<file path="src/rtl/crlu_pkg.sv">
`timescale 1ns/1ps
package crlu_pkg;
  typedef enum logic [2:0] {
    OP_NOP   = 3'b000,
    OP_LOAD  = 3'b001,
    OP_STORE = 3'b010,
    OP_AND   = 3'b011,
    OP_OR    = 3'b100,
    OP_XOR   = 3'b101,
    OP_RSV6  = 3'b110,
    OP_RSV7  = 3'b111
  } op_e;

  localparam int NREG = 2;
  localparam int SEL_CCR = 0;
  localparam int SEL_EXR = 1;
endpackage

</file>
<file path="src/rtl/crlu_alu.sv">
`timescale 1ns/1ps
module crlu_alu
  import crlu_pkg::*;
#(
  parameter int DW = 8
) (
  input  op_e               op,
  input  logic              word,
  input  logic [DW-1:0]     cur,
  input  logic [DW-1:0]     imm,
  input  logic [2*DW-1:0]   data,
  output logic [DW-1:0]     nxt,
  output logic              upd
);
  logic [DW-1:0] load_val;

  // Word transfers use the upper half of the word, byte transfers the lower half.
  assign load_val = word ? data[2*DW-1:DW] : data[DW-1:0];

  always_comb begin
    nxt = cur;
    upd = 1'b0;
    unique case (op)
      OP_LOAD: begin nxt = load_val;  upd = 1'b1; end
      OP_AND:  begin nxt = cur & imm; upd = 1'b1; end
      OP_OR:   begin nxt = cur | imm; upd = 1'b1; end
      OP_XOR:  begin nxt = cur ^ imm; upd = 1'b1; end
      default: begin nxt = cur;       upd = 1'b0; end
    endcase
  end
endmodule

</file>
<file path="src/rtl/crlu_regs.sv">
`timescale 1ns/1ps
module crlu_regs #(
  parameter int                 DW      = 8,
  parameter int                 NR      = 2,
  parameter logic [NR*DW-1:0]   RST_VAL = '0,
  localparam int                IW      = (NR > 1) ? $clog2(NR) : 1
) (
  input  logic              clk,
  input  logic              rst_n,
  input  logic              we,
  input  logic [IW-1:0]     idx,
  input  logic [DW-1:0]     wdata,
  output logic [NR*DW-1:0]  q
);
  for (genvar g = 0; g < NR; g++) begin : g_reg
    logic [DW-1:0] r;
    always_ff @(posedge clk) begin
      if (!rst_n)
        r <= RST_VAL[g*DW +: DW];
      else if (we && (idx == IW'(g)))
        r <= wdata;
    end
    assign q[g*DW +: DW] = r;
  end
endmodule

</file>
<file path="src/rtl/crlu_stout.sv">
`timescale 1ns/1ps
module crlu_stout #(
  parameter int DW = 8,
  localparam int WW = 2*DW
) (
  input  logic          clk,
  input  logic          rst_n,
  input  logic          cap,
  input  logic          word,
  input  logic [DW-1:0] val,
  output logic          take_ok,
  output logic          st_valid,
  input  logic          st_ready,
  output logic [WW-1:0] st_data
);
  logic [WW-1:0] fmt;

  assign fmt     = word ? {val, {DW{1'b0}}} : {{DW{1'b0}}, val};
  assign take_ok = !st_valid || st_ready;

  always_ff @(posedge clk) begin
    if (!rst_n) begin
      st_valid <= 1'b0;
      st_data  <= '0;
    end else if (cap) begin
      st_valid <= 1'b1;
      st_data  <= fmt;
    end else if (st_ready) begin
      st_valid <= 1'b0;
    end
  end
endmodule

</file>
<file path="src/rtl/crlu_top.sv">
`timescale 1ns/1ps
module crlu_top
  import crlu_pkg::*;
#(
  parameter int            DW      = 8,
  parameter logic [DW-1:0] RST_CCR = 8'h80,
  parameter logic [DW-1:0] RST_EXR = 8'h07
) (
  input  logic            clk,
  input  logic            rst_n,
  input  logic            in_valid,
  output logic            in_ready,
  input  logic [2:0]      in_op,
  input  logic            in_sel,
  input  logic            in_word,
  input  logic [DW-1:0]   in_imm,
  input  logic [2*DW-1:0] in_data,
  output logic [DW-1:0]   ccr_q,
  output logic [DW-1:0]   exr_q,
  output logic            st_valid,
  input  logic            st_ready,
  output logic [2*DW-1:0] st_data
);
  localparam logic [NREG*DW-1:0] RST_ALL = {RST_EXR, RST_CCR};

  op_e                 op;
  logic                fire;
  logic                upd;
  logic [DW-1:0]       cur;
  logic [DW-1:0]       nxt;
  logic [NREG*DW-1:0]  q;

  assign op   = op_e'(in_op);
  assign fire = in_valid && in_ready;
  assign cur  = q[in_sel*DW +: DW];

  crlu_alu #(.DW(DW)) u_alu (
    .op(op), .word(in_word), .cur(cur), .imm(in_imm),
    .data(in_data), .nxt(nxt), .upd(upd)
  );

  crlu_regs #(.DW(DW), .NR(NREG), .RST_VAL(RST_ALL)) u_regs (
    .clk(clk), .rst_n(rst_n), .we(fire && upd), .idx(in_sel),
    .wdata(nxt), .q(q)
  );

  crlu_stout #(.DW(DW)) u_st (
    .clk(clk), .rst_n(rst_n), .cap(fire && (op == OP_STORE)),
    .word(in_word), .val(cur), .take_ok(in_ready),
    .st_valid(st_valid), .st_ready(st_ready), .st_data(st_data)
  );

  assign ccr_q = q[SEL_CCR*DW +: DW];
  assign exr_q = q[SEL_EXR*DW +: DW];
endmodule

</file>
<file path="config.mk">
export PLATFORM = sky130hd
export DESIGN_NAME = crlu_top
export DESIGN_NICKNAME = d
export VERILOG_FILES = /design/src/rtl/crlu_pkg.sv /design/src/rtl/crlu_alu.sv /design/src/rtl/crlu_regs.sv /design/src/rtl/crlu_stout.sv /design/src/rtl/crlu_top.sv
export SDC_FILE = /design/constraint.sdc
export NUM_CORES = 1
export LEC_CHECK = 0
export ABC_AREA = 1
export CELL_PAD_IN_SITES_DETAIL_PLACEMENT = 1
export CELL_PAD_IN_SITES_GLOBAL_PLACEMENT = 2
export CORE_MARGIN = 2
export CORE_UTILIZATION = 30
export CTS_CLUSTER_SIZE = 20
export DETAILED_ROUTE_END_ITERATION = 7
export DONT_BUFFER_PORTS = 1
export PLACE_DENSITY = 0.72
export SKIP_CTS_REPAIR_TIMING = 1
export SLEW_MARGIN = 40
export SYNTH_ARGS = -nofsm -noshare
export SYNTH_HDL_FRONTEND = slang
export SYNTH_HIERARCHICAL = 1
export SYNTH_SLANG_ARGS = --single-unit
</file>
<file path="constraint.sdc">
create_clock -name clk -period 2.6 [get_ports clk]
set_input_delay 0.78 -clock clk [delete_from_list [all_inputs] [get_ports clk]]
set_output_delay 0.78 -clock clk [all_outputs]
set_load 0.05 [all_outputs]
</file>
==> run_results.csv, run 1 <==
group,metric,value,unit
power_and_ir_drop,p_sw,387,µW
global_routing,grt_antenna_before_repair,0,
layout,fin_area,2590,µm²
timing,tightestPinTransition,540,ps
setup_path,crit_type,"reg -> reg",
setup_path,cp_max_fo,3,
drt,drtPass1Iterations,4,
power_and_ir_drop,p_seq_frac,0.408,
run,drv_cap,0,
clock_tree,cts_sinks,33,
synth,synth_fp_nets,384,
timing,max_slew_margin,0.640,
die,die-area,8270,µm²
setup_path,reg2reg_depth,11,
clock_tree,cts_buffers,5,
drt,wl,6.95,mm
outcome,status,"finished clean",
setup_path,r2r_start,"u_regs/g_reg[0].r[7]$_SDFFE_PN1P_",
die,die_height,90.9,µm
power_and_ir_drop,ir_drop,0.000225,V
synth,yosys.area.top_type_share,0.291,
timing,fmax,510,MHz
setup_path,critPathArrivalTime,2150,ps
synth,syn-cell-area,2270,µm²
timing,setup_violations,0,
clock_tree,clk_pin_slew_worst_paths,70,ps
place,port_buffers,0,
timing,fin_ws,638,ps
place,dp.cells,448,
power_and_ir_drop,p_leak,1.23,nW
synth,synth_seq_area_share,0.291,
synth,synth_warnings,6,
timing,finalMaxSlewViolations,0,
global_routing,grt-ovfl-total,0,
power_and_ir_drop,clkPwrFrac,0.383,
die,core_area,7290,µm²
synth,synth_seq_cells,33,
synth,synth_area_leaders,"dfxtp_1 (29%), nand2_1 (16%), ha_1 (8.8%)",
layout,finish.utilization,0.355,
setup_path,rrSetupSlack,640,ps
setup_path,critPathRequiredTime,2790,ps
timing,holdWs,583,ps
clock_tree,cts_max_path_buffers,2,
power_and_ir_drop,power_frac_comb,0.209,
timing,fin_skew,8.65,ps
global_routing,grt_pass1_vias,2260,
place,placedInstanceArea,2470,µm²
drt,wl_per_cell,15.2,µm
timing,rsz0062_at_grt,"false",
clock_tree,cts_tree,"done",
layout,diodes,0,
synth,synth_area_leader_cell,"dfxtp_1",
die,start_util,0.311,
timing,fin_crit_sh,0.755,
worst_hold_path,min_path_type,"in -> reg",
layout,num-fill-cells,984,
drt,first_iter_violations,98,
power_and_ir_drop,swShare,0.295,
drt,drc,0,
place,place_congestion,0.778,
timing,min_period,1960,ps
power_and_ir_drop,power_density,506,nW/µm²
drt,vias_per_cell,4.75,
layout,drive_gt1_frac,0.185,
layout,fin_nets,405,
power_and_ir_drop,p_int,923,µW
place,dpl.hpwl,5.34,mm
setup_path,start_kind,"flip-flop",
power_and_ir_drop,finalPower,1.31,mW
layout,final_cells,456,
timing,hold_violations,0,
global_routing,grt_max_degree,21,
drt,vias,2166,
clock_tree,cts_root_buf,"clkbuf_8",
worst_hold_path,hp-start,"rst_n",
setup_path,crit_start,"u_regs/g_reg[0].r[7]$_SDFFE_PN1P_",
setup_path,crit_end,"u_regs/g_reg[1].r[7]$_SDFFE_PN0P_",
synth,syn_inst,335,
setup_path,reg2reg_to,"u_regs/g_reg[1].r[7]$_SDFFE_PN0P_",
setup_path,worst_setup_path_end_kind,"flip-flop",
synth,ys_types,24,
die,die_x,90.9,µm
global_routing,grt_use_total,0.172,
clock_tree,htreeDepth,2,
place,pre_cts_slack,347,ps
die,rows,31,
drt,ant_nets,0,
layout,layout_common_cells,"nand2_1 (94), inv_1 (37), nor2_1 (33), dfxtp_1 (33)",
die,ios,67,
clock_tree,insertion_delay,290,ps
timing,final.setup.tns,0,ps
synth,avgSynthCellArea,6.77,µm²
global_routing,grt_first_pass_wirelength,11.3,mm
layout,area_growth,14.2,%
layout,mostFrequentLayoutCell,"nand2_1",
power groups by stage:
stage	clock (mW)	combinational, mW	sequential (mW)
floorplan	0	0.165	0.597
global placement	0	0.273	0.545
detailed placement	0	0.278	0.546
CTS	0.512	0.279	0.534
global route	0.538	0.309	0.536
finish	0.502	0.274	0.534
synthesized netlist by cell type:
library cell and count:
nand2_1 94, nor2_1 33, o21ai_0 14, buf_12 1, a21oi_1 8, ha_1 16
nor2_2 1, clkinv_4 1, buf_2 6, nand2_4 2, buf_4 1, inv_2 5
o21a_1 1, nand2_2 9, nand3_1 29, nor2_4 2, nand3b_1 8, inv_1 37
a21oi_2 9, inv_8 1, dfxtp_1 33, and3_1 1, nand4_1 16, buf_6 7
metal layers:
| layer | global-route usage | wire, µm | vias to the layer above |
|---|---|---|---|
| met1 | 0.206 | 3010 | 1009 |
| met5 | 0 | 0 | - |
| met4 | 0.0341 | 50 | 0 |
| li1 | - | - | 1110 |
| met3 | 0.0539 | 425 | 6 |
| met2 | 0.303 | 3470 | 41 |
worst min path at each step:
stage                                                   end  slack (ps)  depth (start not counted)
after floorplan                u_st/st_data[0]$_SDFFE_PN0P_         680                          2
after global placement    u_regs/g_reg[1].r[1]$_SDFFE_PN1P_         660                          3
after detailed placement  u_regs/g_reg[1].r[3]$_SDFFE_PN0P_         670                          3
after CTS                 u_regs/g_reg[1].r[1]$_SDFFE_PN1P_         580                          1
after global routing      u_regs/g_reg[0].r[7]$_SDFFE_PN1P_         580                          1
final                     u_regs/g_reg[1].r[0]$_SDFFE_PN1P_         580                          1
state kept, by name, summed over array words and instances, names as in the netlist:
signal	count
u_regs/g.r	16
u_st/st_data	16
u_st/st_valid	1
area by class of cell:
cell class                 count  area, µm²  share of cell area
clock buffer                   7       86.3              0.0333
clock inverter                 1       30.0              0.0116
inverter                      44        178              0.0686
multi-input combinational    243       1290               0.499
sequential                    33        661               0.255
tap                           99        124              0.0478
timing repair buffer          29        218              0.0841
critical path, stage by stage (launching register included):
cell,delay (ps)
dfxtp_1,310
buf_4,200
inv_1,50
o21ai_0,310
inv_1,80
ha_1,300
nand4_1,90
nand2_1,60
nor2_1,110
nand2_1,90
o21ai_0,190
nor2_1,70
cells by family (layout without fill, tap and decap cells):
group / after synthesis / in the layout / share of synthesized area
AOI/OAI and AO/OA: 32 / 32 / 0.0866
and+or+nand+nor: 195 / 195 / 0.395
buffers and inverters: 59 / 81 / 0.139
adders and majority gates: 16 / 16 / 0.0883
DFF: 33 / 33 / 0.291
Power figures use the tool's default switching activity.
==> run 2, diff against run 1 <==
--- a/config.mk
+++ b/config.mk
@@ -13,7 +13,7 @@
 export CTS_CLUSTER_SIZE = 20
 export DETAILED_ROUTE_END_ITERATION = 7
 export DONT_BUFFER_PORTS = 1
-export PLACE_DENSITY = 0.72
+export PLACE_DENSITY = 0.75
 export SKIP_CTS_REPAIR_TIMING = 1
 export SLEW_MARGIN = 40
 export SYNTH_ARGS = -nofsm -noshare
==> constraint.sdc (replaced) <==
create_clock -name clk -period 1.6 [get_ports clk]
set_input_delay 0.48 -clock clk [delete_from_list [all_inputs] [get_ports clk]]
set_output_delay 0.48 -clock clk [all_outputs]
set_load 0.05 [all_outputs]
==> run 2 against run 1 <==
Flip-flop and latch count unchanged. Largest power group unchanged. First-iteration DRC count is 19% lower. Wire length decreased by 1.4%. Core utilization rose by 2.8 points. Final area grew 8.0%. Critical endpoint is now u_regs/g_reg[0].r[6]$_SDFFE_PN0P_. Clock power up 21%. Via count is 1.6% higher. Critical path depth up 1. Power up 51%.
==> run_results.csv, run 2 (synthesis results as in run 1) <==
group,metric,value,unit
outcome,status,"finished clean",
power_and_ir_drop,p_leak,1.28,nW
setup_path,cp_max_fo,2,
layout,drive_gt1_frac,0.321,
setup_path,critPathMaxStageDelay,340,ps
setup_path,critPathArrivalTime,1730,ps
power_and_ir_drop,ir_drop,0.000262,V
drt,vias,2201,
clock_tree,cts_root_buf,"clkbuf_8",
die,core_area,7290,µm²
die,die-area,8270,µm²
worst_hold_path,hp-start,"rst_n",
place,port_buffers,0,
layout,finish.utilization,0.383,
die,start_util,0.311,
timing,fin_ws,50.3,ps
clock_tree,htreeDepth,2,
power_and_ir_drop,power_density,705,nW/µm²
layout,diodes,0,
drt,vias_per_cell,4.75,
layout,fin_nets,412,
worst_hold_path,min_path_type,"in -> reg",
clock_tree,clk_pin_slew_worst_paths,70,ps
timing,rsz0062_at_grt,"true",
drt,ant_nets,0,
setup_path,slowest_stage,"dfxtp_4",
layout,layout_common_cells,"nand2_1 (88), buf_4 (35), nor2_1 (32)",
clock_tree,insertion_delay,280,ps
clock_tree,cts_tree,"done",
timing,min_period,1550,ps
global_routing,grt_pass1_vias,2355,
setup_path,cp.buffers_inverters,3,
drt,drtPass1Iterations,4,
clock_tree,cts_sinks,33,
setup_path,critPathRequiredTime,1780,ps
drt,wl,6.85,mm
setup_path,crit_start,"u_regs/g_reg[0].r[6]$_SDFFE_PN0P_",
die,die_x,90.9,µm
die,die_height,90.9,µm
timing,finalMaxSlewViolations,0,
timing,final.setup.tns,0,ps
die,ios,67,
layout,mostFrequentLayoutCell,"nand2_1",
setup_path,worst_setup_path_end_kind,"flip-flop",
setup_path,crit_family,"simple AND/OR/NAND/NOR gates",
timing,hold_violations,0,
setup_path,crit_type,"reg -> reg",
layout,num-fill-cells,966,
clock_tree,cts_buffers,5,
clock_tree,cts_max_path_buffers,2,
run,drv_cap,0,
place,pre_cts_slack,-155,ps
global_routing,grt_max_degree,21,
drt,wl_per_cell,14.8,µm
die,rows,31,
setup_path,r2r_start,"u_regs/g_reg[0].r[6]$_SDFFE_PN0P_",
global_routing,grt_antenna_before_repair,0,
timing,fin_crit_sh,0.969,
setup_path,start_kind,"flip-flop",
place,place_congestion,0.743,
power_and_ir_drop,finalPower,1.97,mW
timing,fmax,645,MHz
timing,tightestPinTransition,549,ps
global_routing,grt_use_total,0.174,
layout,area_growth,23.3,%
global_routing,grt-ovfl-total,0,
global_routing,grt_first_pass_wirelength,11.5,mm
timing,setup_violations,0,
timing,holdWs,281,ps
timing,fin_skew,3.69,ps
drt,first_iter_violations,79,
setup_path,worstPathCellList,"inv_1 -> o21ai_2 -> inv_1 -> ha_1 -> nand4_1 -> nand2_1 -> nor2_1 -> nand2_1 -> inv_1 -> nand3_1 -> nand2_1 -> nor2_1",
drt,drc,0,
layout,top_regs,"u_regs/g.r: 16 flops, u_st/st_data: 16 flops, u_st/st_valid: 1 flops",
place,dpl.hpwl,5.33,mm
timing,max_slew_margin,0.634,
[run 2: cell count changes in the layout (fill, tap and decap cells not counted), sizes merged]
cell,before,now
bufinv,1,0
clkinv,1,3
buf,29,36
clkbuf,7,6
[run 2: cell type report]
type,instances,area [µm²],share of cell area
clock buffers,6,72.6,0.0260
clock inverters,2,10.0,0.00358
inverters,44,195,0.0698
multi-input cells,243,1410,0.504
flip-flops and latches,33,702,0.251
well taps,99,124,0.0443
repair buffers,36,283,0.101
[run 2: metal layers]
metal  vias up  part of all wire  global-route usage
li1       1123                 -                   -
met1      1033              0.42               0.195
met2        37              0.52               0.327
met3         8             0.052              0.0481
met4         0            0.0089              0.0341
met5         -                 0                   0
[run 2: per-stage QoR]
| step | cell area (µm²) | instances |
|---|---|---|
| after floorplan | 2420 | 335 |
| after global placement | 2650 | 453 |
| after detailed placement | 2650 | 453 |
| after CTS | 2730 | 461 |
| after global routing | 2800 | 463 |
| final | 2800 | 463 |
[run 2: report_power, final]
part           total (mW)  internal (mW)  leakage [nW]  switching, mW
clock network       0.608          0.301        0.0450          0.307
registers           0.871          0.843         0.274         0.0272
logic               0.493          0.180         0.961          0.313
total                1.97           1.32          1.28          0.647
[run 2: worst paths after layout]
path	endpoint	slack (ps)	cells past startpoint
setup / recovery	u_regs/g_reg[0].r[6]$_SDFFE_PN0P_	50	12
hold / removal	u_regs/g_reg[1].r[1]$_SDFFE_PN1P_	280	1
setup reg to reg	u_regs/g_reg[0].r[6]$_SDFFE_PN0P_	50	12
hold reg to reg	u_regs/g_reg[1].r[6]$_SDFFE_PN0P_	690	3
